## src/rtl/irq_pkg.sv

```systemverilog
// Package: shared source encoding and restart addresses of the interrupt controller.
// Assumes a 16-bit address space on the core side.
package irq_pkg;

    localparam int VEC_W = 16;

    localparam logic [VEC_W-1:0] VEC_TRAP = 16'h0024;
    localparam logic [VEC_W-1:0] VEC_R75  = 16'h003C;
    localparam logic [VEC_W-1:0] VEC_R65  = 16'h0034;
    localparam logic [VEC_W-1:0] VEC_R55  = 16'h002C;

    typedef enum logic [2:0] {
        SRC_NONE,
        SRC_TRAP,
        SRC_R75,
        SRC_R65,
        SRC_R55,
        SRC_EXT
    } irq_src_e;

    // Restart address for a winning source; zero for none or the external request.
    function automatic logic [VEC_W-1:0] vec_of(irq_src_e s);
        case (s)
            SRC_TRAP: vec_of = VEC_TRAP;
            SRC_R75:  vec_of = VEC_R75;
            SRC_R65:  vec_of = VEC_R65;
            SRC_R55:  vec_of = VEC_R55;
            default:  vec_of = '0;
        endcase
    endfunction

endpackage

```

## src/rtl/irq_sync.sv

```systemverilog
// Multi-bit synchronizer: each bit passes through STAGES flops in series.
// Assumes the inputs are independent single-bit requests, so no bus coherency is needed.
module irq_sync #(
    parameter int W      = 5,
    parameter int STAGES = 2
) (
    input  logic         clk,
    input  logic         rst_n,
    input  logic [W-1:0] d_async,
    output logic [W-1:0] q_sync
);

    logic [W-1:0] stg [STAGES];

    generate
        for (genvar i = 0; i < STAGES; i++) begin : g_stage
            if (i == 0) begin : g_first
                // First flop captures the raw asynchronous inputs.
                always_ff @(posedge clk) begin
                    if (!rst_n) stg[0] <= '0;
                    else        stg[0] <= d_async;
                end
            end else begin : g_next
                // Later flops resolve metastability one more stage each.
                always_ff @(posedge clk) begin
                    if (!rst_n) stg[i] <= '0;
                    else        stg[i] <= stg[i-1];
                end
            end
        end
    endgenerate

    assign q_sync = stg[STAGES-1];

endmodule

```

## src/rtl/irq_edge_capture.sv

```systemverilog
// Edge capture: holds a trap flag (rising edge, cleared when the input drops)
// and a high-restart edge latch (held until taken or cleared by software).
// Assumes its inputs are already synchronized to clk.
module irq_edge_capture (
    input  logic clk,
    input  logic rst_n,
    input  logic trap_s,
    input  logic r75_s,
    input  logic trap_taken,
    input  logic r75_taken,
    input  logic r75_clr,
    output logic trap_pend,
    output logic r75_pend
);

    logic trap_prev;
    logic r75_prev;

    // Previous synchronized levels for edge detection.
    always_ff @(posedge clk) begin
        if (!rst_n) begin
            trap_prev <= 1'b0;
            r75_prev  <= 1'b0;
        end else begin
            trap_prev <= trap_s;
            r75_prev  <= r75_s;
        end
    end

    // Trap flag: a rising edge arms it; a low input or service disarms it.
    always_ff @(posedge clk) begin
        if (!rst_n)              trap_pend <= 1'b0;
        else if (!trap_s)        trap_pend <= 1'b0;
        else if (trap_taken)     trap_pend <= 1'b0;
        else if (!trap_prev)     trap_pend <= 1'b1;
    end

    // High-restart latch: a new edge wins over a clear in the same cycle.
    always_ff @(posedge clk) begin
        if (!rst_n)                      r75_pend <= 1'b0;
        else if (r75_s && !r75_prev)     r75_pend <= 1'b1;
        else if (r75_taken || r75_clr)   r75_pend <= 1'b0;
    end

endmodule

```

## src/rtl/irq_arbiter.sv

```systemverilog
// Fixed-priority arbiter: picks one source from the qualified requests.
// Assumes the trap qualifier already includes its edge and level conditions.
module irq_arbiter
    import irq_pkg::*;
(
    input  logic       trap_ok,
    input  logic       r75_pend,
    input  logic       r65_lvl,
    input  logic       r55_lvl,
    input  logic       ext_lvl,
    input  logic [2:0] mask,
    input  logic       gie,
    output irq_src_e   winner
);

    // Priority chain, trap first and independent of enable and masks.
    always_comb begin
        winner = SRC_NONE;
        if (trap_ok)                          winner = SRC_TRAP;
        else if (gie) begin
            if (r75_pend && !mask[2])         winner = SRC_R75;
            else if (r65_lvl && !mask[1])     winner = SRC_R65;
            else if (r55_lvl && !mask[0])     winner = SRC_R55;
            else if (ext_lvl)                 winner = SRC_EXT;
        end
    end

endmodule

```

## src/rtl/irq_prio_ctrl.sv

```systemverilog
// Top of the interrupt controller: synchronizes requests, keeps masks and the
// global enable, arbitrates at instruction boundaries and pulses the result.
// Assumes the core holds insn_boundary for one cycle per boundary.
module irq_prio_ctrl
    import irq_pkg::*;
#(
    parameter int SYNC_STAGES = 2
) (
    input  logic             clk,
    input  logic             rst_n,
    input  logic             trap_in,
    input  logic             r75_in,
    input  logic             r65_in,
    input  logic             r55_in,
    input  logic             ext_in,
    input  logic             insn_boundary,
    input  logic             gie_set,
    input  logic             gie_clear,
    input  logic             mask_we,
    input  logic [3:0]       mask_wdata,
    output logic             irq_take,
    output logic [VEC_W-1:0] irq_vector,
    output logic             ext_ack,
    output logic             int_enabled
);

    localparam int NREQ = 5;

    logic [NREQ-1:0] req_s;
    logic [2:0]      mask_q;
    logic            trap_pend;
    logic            r75_pend;
    irq_src_e        winner;
    logic            accept;
    logic            maskable_acc;

    irq_sync #(.W(NREQ), .STAGES(SYNC_STAGES)) u_sync (
        .clk     (clk),
        .rst_n   (rst_n),
        .d_async ({ext_in, r55_in, r65_in, r75_in, trap_in}),
        .q_sync  (req_s)
    );

    assign accept       = insn_boundary && (winner != SRC_NONE);
    assign maskable_acc = accept && (winner != SRC_TRAP);

    irq_edge_capture u_edge (
        .clk        (clk),
        .rst_n      (rst_n),
        .trap_s     (req_s[0]),
        .r75_s      (req_s[1]),
        .trap_taken (accept && (winner == SRC_TRAP)),
        .r75_taken  (accept && (winner == SRC_R75)),
        .r75_clr    (mask_we && mask_wdata[3]),
        .trap_pend  (trap_pend),
        .r75_pend   (r75_pend)
    );

    irq_arbiter u_arb (
        .trap_ok  (trap_pend && req_s[0]),
        .r75_pend (r75_pend),
        .r65_lvl  (req_s[2]),
        .r55_lvl  (req_s[3]),
        .ext_lvl  (req_s[4]),
        .mask     (mask_q),
        .gie      (int_enabled),
        .winner   (winner)
    );

    // Mask register, loaded by the mask-write port.
    always_ff @(posedge clk) begin
        if (!rst_n)       mask_q <= '0;
        else if (mask_we) mask_q <= mask_wdata[2:0];
    end

    // Global enable: acceptance clears first, then the clear strobe, then the set strobe.
    always_ff @(posedge clk) begin
        if (!rst_n)            int_enabled <= 1'b0;
        else if (maskable_acc) int_enabled <= 1'b0;
        else if (gie_clear)    int_enabled <= 1'b0;
        else if (gie_set)      int_enabled <= 1'b1;
    end

    // Output pulses: a restart address or the external acknowledge, one cycle each.
    always_ff @(posedge clk) begin
        if (!rst_n) begin
            irq_take   <= 1'b0;
            irq_vector <= '0;
            ext_ack    <= 1'b0;
        end else begin
            irq_take   <= accept && (winner != SRC_EXT);
            irq_vector <= (accept && (winner != SRC_EXT)) ? vec_of(winner) : '0;
            ext_ack    <= accept && (winner == SRC_EXT);
        end
    end

endmodule

```

## config.mk

```make
export PLATFORM = sky130hd
export DESIGN_NAME = irq_prio_ctrl
export DESIGN_NICKNAME = d
export VERILOG_FILES = /design/src/rtl/irq_pkg.sv /design/src/rtl/irq_sync.sv /design/src/rtl/irq_edge_capture.sv /design/src/rtl/irq_arbiter.sv /design/src/rtl/irq_prio_ctrl.sv
export SDC_FILE = /design/constraint.sdc
export NUM_CORES = 1
export LEC_CHECK = 0
export ABC_AREA = 1
export BUFFER_PORTS_ARGS = -buffer_cell sky130_fd_sc_hd__clkbuf_2
export CELL_PAD_IN_SITES_DETAIL_PLACEMENT = 0
export CELL_PAD_IN_SITES_GLOBAL_PLACEMENT = 1
export CORE_ASPECT_RATIO = 0.75
export CORE_MARGIN = 2
export CORE_UTILIZATION = 30
export CTS_CLUSTER_DIAMETER = 30
export DETAILED_ROUTE_END_ITERATION = 8
export PLACE_DENSITY = 0.83
export SYNTH_ARGS = -nofsm -noshare
export SYNTH_HDL_FRONTEND = slang
export SYNTH_SLANG_ARGS = --single-unit
```

## constraint.sdc

```tcl
create_clock -name clk -period 1 [get_ports clk]
set_input_delay 0.15 -clock clk [delete_from_list [all_inputs] [get_ports clk]]
set_output_delay 0.15 -clock clk [all_outputs]
set_load 0.02 [all_outputs]
```

Yosys cells after proc, flatten, opt, wreduce, memory -nomap -nowiden --
Memory sizes are Yosys's and may differ from the RTL's. Cells that the tools add are included.
Operators by class: add/sub/neg operators 0, multipliers 0, div/mod/pow operators 0, magnitude comparators 0, equal/unequal tests 7, shifts and indexed selects 0, mux-type cells 13, bitwise operators 4, reductions and logical operators 22
Operators by type and width (number):
- $pmux W6 S4 | 1
- $mux W3 | 6
- $logic_and A1 B1 Y1 | 12
- $mux W5 | 2
- $eq A3 B2 Y1 const B | 2
- $eq A3 B3 Y1 const B | 2
- $reduce_or A3 Y1 | 2
- $logic_not A1 Y1 | 4
- $mux W1 | 4
- $eq A3 B1 Y1 const B | 1
- $ne A3 B1 Y1 const B | 1
- $ne A3 B3 Y1 const B | 1
- $reduce_bool A3 Y1 | 1
- $not A1 Y1 | 2
- $or A1 B1 Y1 | 2
- $reduce_and A2 Y1 | 1
- $reduce_bool A2 Y1 | 1
- $logic_or A1 B1 Y1 | 1
Storage, ports and cells: register bits 26, latch bits 0, bits in writable memories 10, bits in read-only memories 0, input port bits 15, output and inout bits 19, logic and storage cells 56, memories kept 1
Memory list:
- u_sync.stg | depth 2, width 5, read ports 2, clocked after memory_dff 0, write ports 2, line irq_sync.sv:13 | logic [W-1:0] stg [STAGES];

Depth between registers and ports, before layout --
Gate-level depths: netlist (run 1).
depth after elaboration 13, depth in mapped cells 11, mapped depth without buffers 11

Hierarchy --
A second synthesis (run 1) with hierarchy kept.
Unflattened totals: cell total of the unflattened synthesis 136, area total of the unflattened synthesis 1009.7 um^2
By module, submodules not included:
- irq_prio_ctrl | instances 1, cells an instance 67, area an instance 476.7 um^2, seq. area each 180.2 um^2
- irq_sync | instances 1, cells an instance 31, area an instance 286.5 um^2, seq. area each 200.2 um^2
- irq_edge_capture | instances 1, cells an instance 20, area an instance 150.1 um^2, seq. area each 80.1 um^2
- irq_arbiter | instances 1, cells an instance 18, area an instance 96.3 um^2, seq. area each 0.0 um^2

Worst setup path after synthesis (run 1) --
OpenSTA, ideal clock, no wires.
path kind register to register, start point register int_enabled, end point register int_enabled, setup time 0.109 ns, arrival time 1.106 ns, required time 0.891 ns, setup slack -0.215 ns, cell stages (with the launch flop) 10, path buffers 0, cell sequence dfxtp_1 inv_1 nor2_4 nand3_2 inv_2 nor2_2 nor2_2 nand2_1 nand2_1 inv_1
On the way: longest elaborated chain between the ends 6
Ends and longest elaborated chain:
- start: declaration | line irq_prio_ctrl.sv:24 | output logic int_enabled
- start signal: assignment | line irq_prio_ctrl.sv:78 | if (!rst_n) int_enabled <= 1'b0;
- start signal: assignment | line irq_prio_ctrl.sv:79 | else if (maskable_acc) int_enabled <= 1'b0;
- start signal: assignment | line irq_prio_ctrl.sv:80 | else if (gie_clear) int_enabled <= 1'b0;
- $mux W3 * | line irq_arbiter.sv:20 | else if (gie) begin
- $mux W3 * | line irq_arbiter.sv:19 | if (trap_ok) winner = SRC_TRAP;
- $reduce_bool A3 Y1 | line irq_prio_ctrl.sv:44 | assign accept = insn_boundary && (winner != SRC_NONE);
- $logic_and A1 B1 Y1 | line irq_prio_ctrl.sv:44
- $logic_and A1 B1 Y1 * | line irq_prio_ctrl.sv:45 | assign maskable_acc = accept && (winner != SRC_TRAP);
- $reduce_or A3 Y1 (no source line) *
Every way passes the cells marked *; elsewhere a longest branch is shown, timed or not. A chain may end at the register's enable or synchronous reset.

Final worst setup path (run 1) --
start point register mask_q[0], end point register int_enabled
On the way: longest elaborated chain between the ends 11
Ends and longest elaborated chain:
- start: declaration | line irq_prio_ctrl.sv:30 | logic [2:0] mask_q;
- start signal: assignment | line irq_prio_ctrl.sv:73 | else if (mask_we) mask_q <= mask_wdata[2:0];
- $logic_not A1 Y1 * | line irq_arbiter.sv:23 | else if (r55_lvl && !mask[0]) winner = SRC_R55;
- $logic_and A1 B1 Y1 * | line irq_arbiter.sv:23
- $mux W3 * | line irq_arbiter.sv:23
- $mux W3 * | line irq_arbiter.sv:22 | else if (r65_lvl && !mask[1]) winner = SRC_R65;
- $mux W3 * | line irq_arbiter.sv:21 | if (r75_pend && !mask[2]) winner = SRC_R75;
- $mux W3 * | line irq_arbiter.sv:20
- $mux W3 * | line irq_arbiter.sv:19
- $reduce_bool A3 Y1 | line irq_prio_ctrl.sv:44
- $logic_and A1 B1 Y1 | line irq_prio_ctrl.sv:44
- $logic_and A1 B1 Y1 * | line irq_prio_ctrl.sv:45
- $reduce_or A3 Y1 (no source line) *
Marks and branches as above.

==> metrics, run 1 <==
Antenna Nets Post-Route=0; most common cell after layout, fill and taps aside=nand2_1; post-layout util=41.4%; crit-path cells=inv_1, nand2_1, nand2_1, nand2_1, nand2_2, nand3_2, nor2_2, nor2_2, nand2_1, nand2_1, inv_1; first-pass iteration count of the detailed router=2; max incr delay on CP=300 ps; static leakage=0.000698 uW; Sink Count=23; gr usage total=just under 10%; WP data required=about 1200 ps; final net count=170; initial core utilization=32.1%; status=finished, violations left; Critical Path AT=approximately 1400 ps; via/cell ratio=between 3 and 4; Reg clk slew, reported paths=about 80 ps; Top reg by flops=u_sync.stg; most frequent cells in the layout=22 x nand2_1, 20 x inv_1, 20 x clkbuf_2; # diodes=0; worst min path class=input pin to flop; violated checks=setup timing; Fin Clk Skew=slightly below 7 ps; Layout area overhead=29.2%; placed cells=about 180; max-slew violations=0; area of the die=around 0.0037 mm^2; sequential fraction of the synthesis area=about half; DR WL/cell=~8.9 um; DRC=0; grt ovf=0; Root Driver=clkbuf_8; area of the core=0.00298 mm^2; RSZ-0062 raised after global routing=yes; PD cells=1410 mW/mm^2; synthesis-stage register bit count=23; crit end category=flop; peak supply drop=between 0.8 and 0.9 mV; total power=roughly 1700 uW; Yosys Warn Count=0; Worst setup SP type=flop; Max Cap Viol=0; first-pass GRT wire length=roughly 2700 um; number of core rows=17; Die Ht=around 53 um; Syn Std Cell Area=955 um^2; DR iter-0 viols=11; fin crit period=about 1200 ps; # port buffers=21; Yosys cell types=23; crit share post-route=118%; final setup TNS=-1140 ps; Largest regs=u_sync.stg: 10 flops, irq_vector: 3 flops, mask_q: 3 flops; Layout Cells excl Fill=192; # IOs=34; Setup-failing EPs final=7; Hold Fails Final Rpt=0; DIE WIDTH=between 60 and 70 um; RePlAce Congestion=roughly 0.7; CTS tree=yes; critical path type=flop to flop; TritonCTS buffer count=3; hold_ws=between 60 and 70 ps; Clock Path Buffers=2; Clk Latency, worst-skew pair=260 ps; vias in the first global route=between 600 and 700; total wire length=1700 um; PnR worst setup slack=-180 ps; ratio of cells with drive above 1 in the final layout=about 43%; max FFs per register=10; syn avg cell area=between 7 and 8 um^2; Max Fclk=around 850 MHz; H-tree depth=1; largest net degree at the start of global routing=13; DP Wirelength=~1300 um; DR vias=747; hold_buf cts=0; initial antenna violation count=0; Post-Syn Instances=120; Crit Path Max Fanout=3; CP max stage cell=dfxtp_1; CP dominant cell by count=nand2_1
-- synthesized netlist by cell type, drive strengths merged --
cell | instances | area (um^2)
conb | 1 | 3.75
nand3b | 1 | 7.51
nor2 | 7 | 38.8
nand4 | 2 | 27.5
dfxtp | 23 | 460
a221oi | 1 | 8.76
inv | 27 | 101
clkbuf | 1 | 3.75
buf | 14 | 103
nor3 | 1 | 5.00
a21oi | 5 | 25.0
nand2 | 29 | 116
o21ai | 3 | 15.0
nand3 | 3 | 25.0
o21a | 1 | 7.51
or2 | 1 | 6.26
-- cells by family (layout without fill, tap and decap cells) --
| kind of cell | after synthesis | count (layout) | synth area share, % |
|---|---|---|---|
| compound gates | 10 | 10 | 5.90 |
| buf+inv | 42 | 65 | 21.8 |
| flops | 23 | 23 | 48.2 |
| other cells | 1 | 12 | 0.393 |
| simple gates | 44 | 44 | 23.7 |
-- routing by layer --
layer	part of all wire (%)	GRT usage [%]
met3	6.3	4.38
met5	0	0
met2	51	17.9
met1	40	9.66
met4	2.9	4.90
-- per-stage QoR --
step	instance area (um^2)	setup slack, ps
after detailed placement	1100	-215
after CTS	1200	-172
after global placement	1100	-152
after global routing	1230	-271
after floorplan	1000	-77.8
final	1230	-180
-- critical path: cells and delay by family, from the launching register on --
kind          cells  cell delay (ps)
flops             1              300
simple gates      9              710
buf+inv           2              100
-- where the power goes --
part           internal, uW  switching, uW  total, uW
Combinational          84.5            132        217
Sequential              952           15.2        968
Clock                   284            269        553
Total                  1320            416       1740
-- layout make-up --
type	instances	area, um^2
clock buffer	4	45.0
fill	311	1740
inverter	27	101
multi-input combinational	66	353
sequential	23	470
tap	38	47.5
timing repair buffer	34	216
-- worst paths after layout --
check	depth (start not counted)	startpoint	endpoint	slack, ps
setup reg to reg	11	mask_q[0]$_SDFFE_PN0P_	int_enabled$_SDFFE_PP0P_	-180
hold reg to reg	2	u_sync.stg[0][2]$_SDFF_PN0_	u_sync.stg[1][2]$_SDFF_PN0_	410
hold / removal	3	r65_in	u_sync.stg[0][2]$_SDFF_PN0_	70
setup / recovery	11	mask_q[0]$_SDFFE_PN0P_	int_enabled$_SDFFE_PP0P_	-180
-- what timing repair did --
| item | CTS | global route |
|---|---|---|
| buffers inserted | 3 | 3 |
| setup endpoints to repair | 8 | 8 |
| gates cloned | 0 | 0 |
| gates resized for setup | 15 | 4 |
| pin swaps | 8 | 4 |
Note: power is estimated with default switching activity, not from simulation.
==> run 2, diff against run 1 <==
- RECOVER_POWER: unset -> 50
==> run 2 against run 1 <==
The run still ends with setup timing left. Via count up 0.27%. Sequential cell count did not move. Utilization fell by 0.17 points. Clock power barely moved. Register-to-register slack hardly changed. Global-route usage stayed put. Power down 0.10%. Fmax about the same. Sequential power is essentially flat. First-iteration DRC count down 9.1%. Non-clock buffer count unchanged. Highest routed layer unchanged.
==> metrics, run 2 (same netlist as run 1, synthesis figures left out) <==
area of the core=0.00298 mm^2; status=finished, violations left; total wire length=between 1500 and 2000 um; first-pass GRT wire length=between 2000 and 3000 um; hold path start=r65_in; WP data required=between 1000 and 1500 ps; power share of the combinational group=about an eighth; Layout area overhead=28.7%; placed cells=182; Largest delay share family, worst path=simple AND/OR/NAND/NOR gates; most frequent cells in the layout=22 x nand2_1, 20 x inv_1, 19 x clkbuf_2; CTS tree=yes; Clock Path Buffers=2; static leakage=0.000691 uW; FF-to-FF path depth=11; Worst Hold Depth=3; post-layout util=41.3%; grt ovf=0; CP dominant cell by count=nand2_1; largest net degree at the start of global routing=13; vias in the first global route=656; Hold Path End=u_sync.stg[0][2]$_SDFF_PN0_; final net count=170; Max Cap Viol=0; reg2reg start=mask_q[0]$_SDFFE_PN0P_; Antenna Nets Post-Route=0; Top reg by flops=u_sync.stg; Post-DP Area=roughly 0.0011 mm^2; Setup-failing EPs final=7; crit-path cells=inv_1, nand2_1, nand2_1, nand2_1, nand2_2, nand3_2, nor2_2, nor2_2, nand2_1, nand2_1, inv_1; Critical Path AT=1390 ps; Largest regs=u_sync.stg: 10 flops, irq_vector: 3 flops, mask_q: 3 flops; RePlAce Congestion=approximately 0.71; area of the die=about 0.0037 mm^2; most common cell after layout, fill and taps aside=nand2_1; DR WL/cell=roughly 8.8 um; fin crit period=1180 ps; peak supply drop=roughly 0.84 mV; RSZ-0062 raised after global routing=yes; cell area after layout=between 0.001 and 0.0015 mm^2; Buf/Inv on CP=2; CP max stage cell=dfxtp_1; ratio of cells with drive above 1 in the final layout=just over 40%; Root Driver=clkbuf_8; PD cells=~1400 mW/mm^2; DRC=0; violated checks=setup timing; max incr delay on CP=300 ps; initial core utilization=between 30% and 40%; Sw Ratio=about 24%; number of core rows=17; first-pass iteration count of the detailed router=3; critical path type=flop to flop; Clk Latency, worst-skew pair=between 200 and 300 ps; # diodes=0; worst min path class=input pin to flop; Reg clk slew, reported paths=80 ps; crit end category=flop; Worst-Margin Slew=approximately 510 ps; max FFs per register=10; max-slew violations=0; Hold Fails Final Rpt=0; crit share post-route=118%; via/cell ratio=3.90; Crit Path Max Fanout=3; Layout Cells excl Fill=around 190; DP Wirelength=roughly 1300 um; PnR worst setup slack=-179 ps; DR iter-0 viols=10; DR vias=749; area of the multi-input gates=353 um^2; Clock Power Share=between 30% and 40%; r2r setup slk=-180 ps; DIE WIDTH=slightly below 70 um; NetSw=417 uW; gr usage total=about 9.8%; # port buffers=21; # IOs=34; Worst R2R End=int_enabled$_SDFFE_PP0P_; Die Ht=52.9 um; Internal=roughly 1300 uW; TritonCTS buffer count=3; initial antenna violation count=0; Sequential Area=about 470 um^2; H-tree depth=1; normalized max-slew margin=65.9%; Fill cells=just over 300; sequential power share=between 50% and 60%; Max Fclk=between 800 and 900 MHz; Sink Count=23; Fin Clk Skew=slightly below 8 ps; Worst setup SP type=flop
-- run 2: cell types whose count changed in the layout (fill, tap and decap cells not counted), sizes merged --
cell and change:
buf -1, clkbuf +1
-- run 2: how the worst max path moves through the flow --
stage	startpoint	endpoint	cells past startpoint
4_1_cts	u_edge.trap_pend$_SDFFE_PP0N_	u_edge.r75_pend$_SDFFE_PN0P_	8
5_1_grt	mask_q[0]$_SDFFE_PN0P_	irq_vector[4]$_SDFF_PN0_	9
3_3_place_gp	mask_q[1]$_SDFFE_PN0P_	u_edge.r75_pend$_SDFFE_PN0P_	9
2_1_floorplan	u_edge.trap_pend$_SDFFE_PP0N_	int_enabled$_SDFFE_PP0P_	10
6_report	mask_q[0]$_SDFFE_PN0P_	int_enabled$_SDFFE_PP0P_	11
3_5_place_dp	mask_q[1]$_SDFFE_PN0P_	u_edge.r75_pend$_SDFFE_PN0P_	9
-- run 2: layer usage --
| layer | vias to the layer above | share of wire (%) | GRT usage (%) |
|---|---|---|---|
| met1 | 325 | 40 | 9.66 |
| met2 | 22 | 50 | 17.9 |
| met5 | - | 0 | 0 |
| li1 | 397 | - | - |
| met3 | 5 | 6.4 | 4.38 |
| met4 | 0 | 2.8 | 4.90 |
-- run 2: worst reg2reg max path: stages, from the launching register on --
cell	delay [ps]
dfxtp_1	300
inv_1	60
nand2_1	70
nand2_1	70
nand2_1	60
nand2_2	80
nand3_2	120
nor2_2	160
nor2_2	60
nand2_1	60
nand2_1	50
inv_1	40
-- run 2: area by class of cell --
class | instances | area share [%]
Clock buffer | 4 | 3.67
Inverter | 27 | 8.25
Multi-Input combinational cell | 66 | 28.7
Sequential cell | 23 | 38.3
Tap cell | 38 | 3.87
Timing Repair Buffer | 34 | 17.2
-- run 2: timing repair --
item | 4_1_cts | 5_1_grt
pin swaps | 8 | 4
resized for setup | 15 | 4
setup endpoints to repair | 8 | 8
hold buffers | 0 | 0
buffers inserted | 3 | 3
-- run 2: power groups by stage --
| stage | Combinational (uW) | Sequential (uW) | Clock, uW |
|---|---|---|---|
| floorplan | 158 | 987 | 0 |
| global placement | 182 | 983 | 0 |
| detailed placement | 187 | 985 | 0 |
| CTS | 208 | 967 | 581 |
| global route | 237 | 970 | 625 |
| finish | 215 | 967 | 553 |
-- run 2: per-stage QoR --
stage	setup WS (ps)	hold WS (ps)	TNS, ps	power (uW)
after floorplan	-77.8	248	-365	1140
after global placement	-152	334	-823	1170
after detailed placement	-215	336	-1180	1170
after CTS	-172	61.2	-995	1760
after global routing	-271	61.9	-1760	1830
final	-179	70.7	-1120	1740
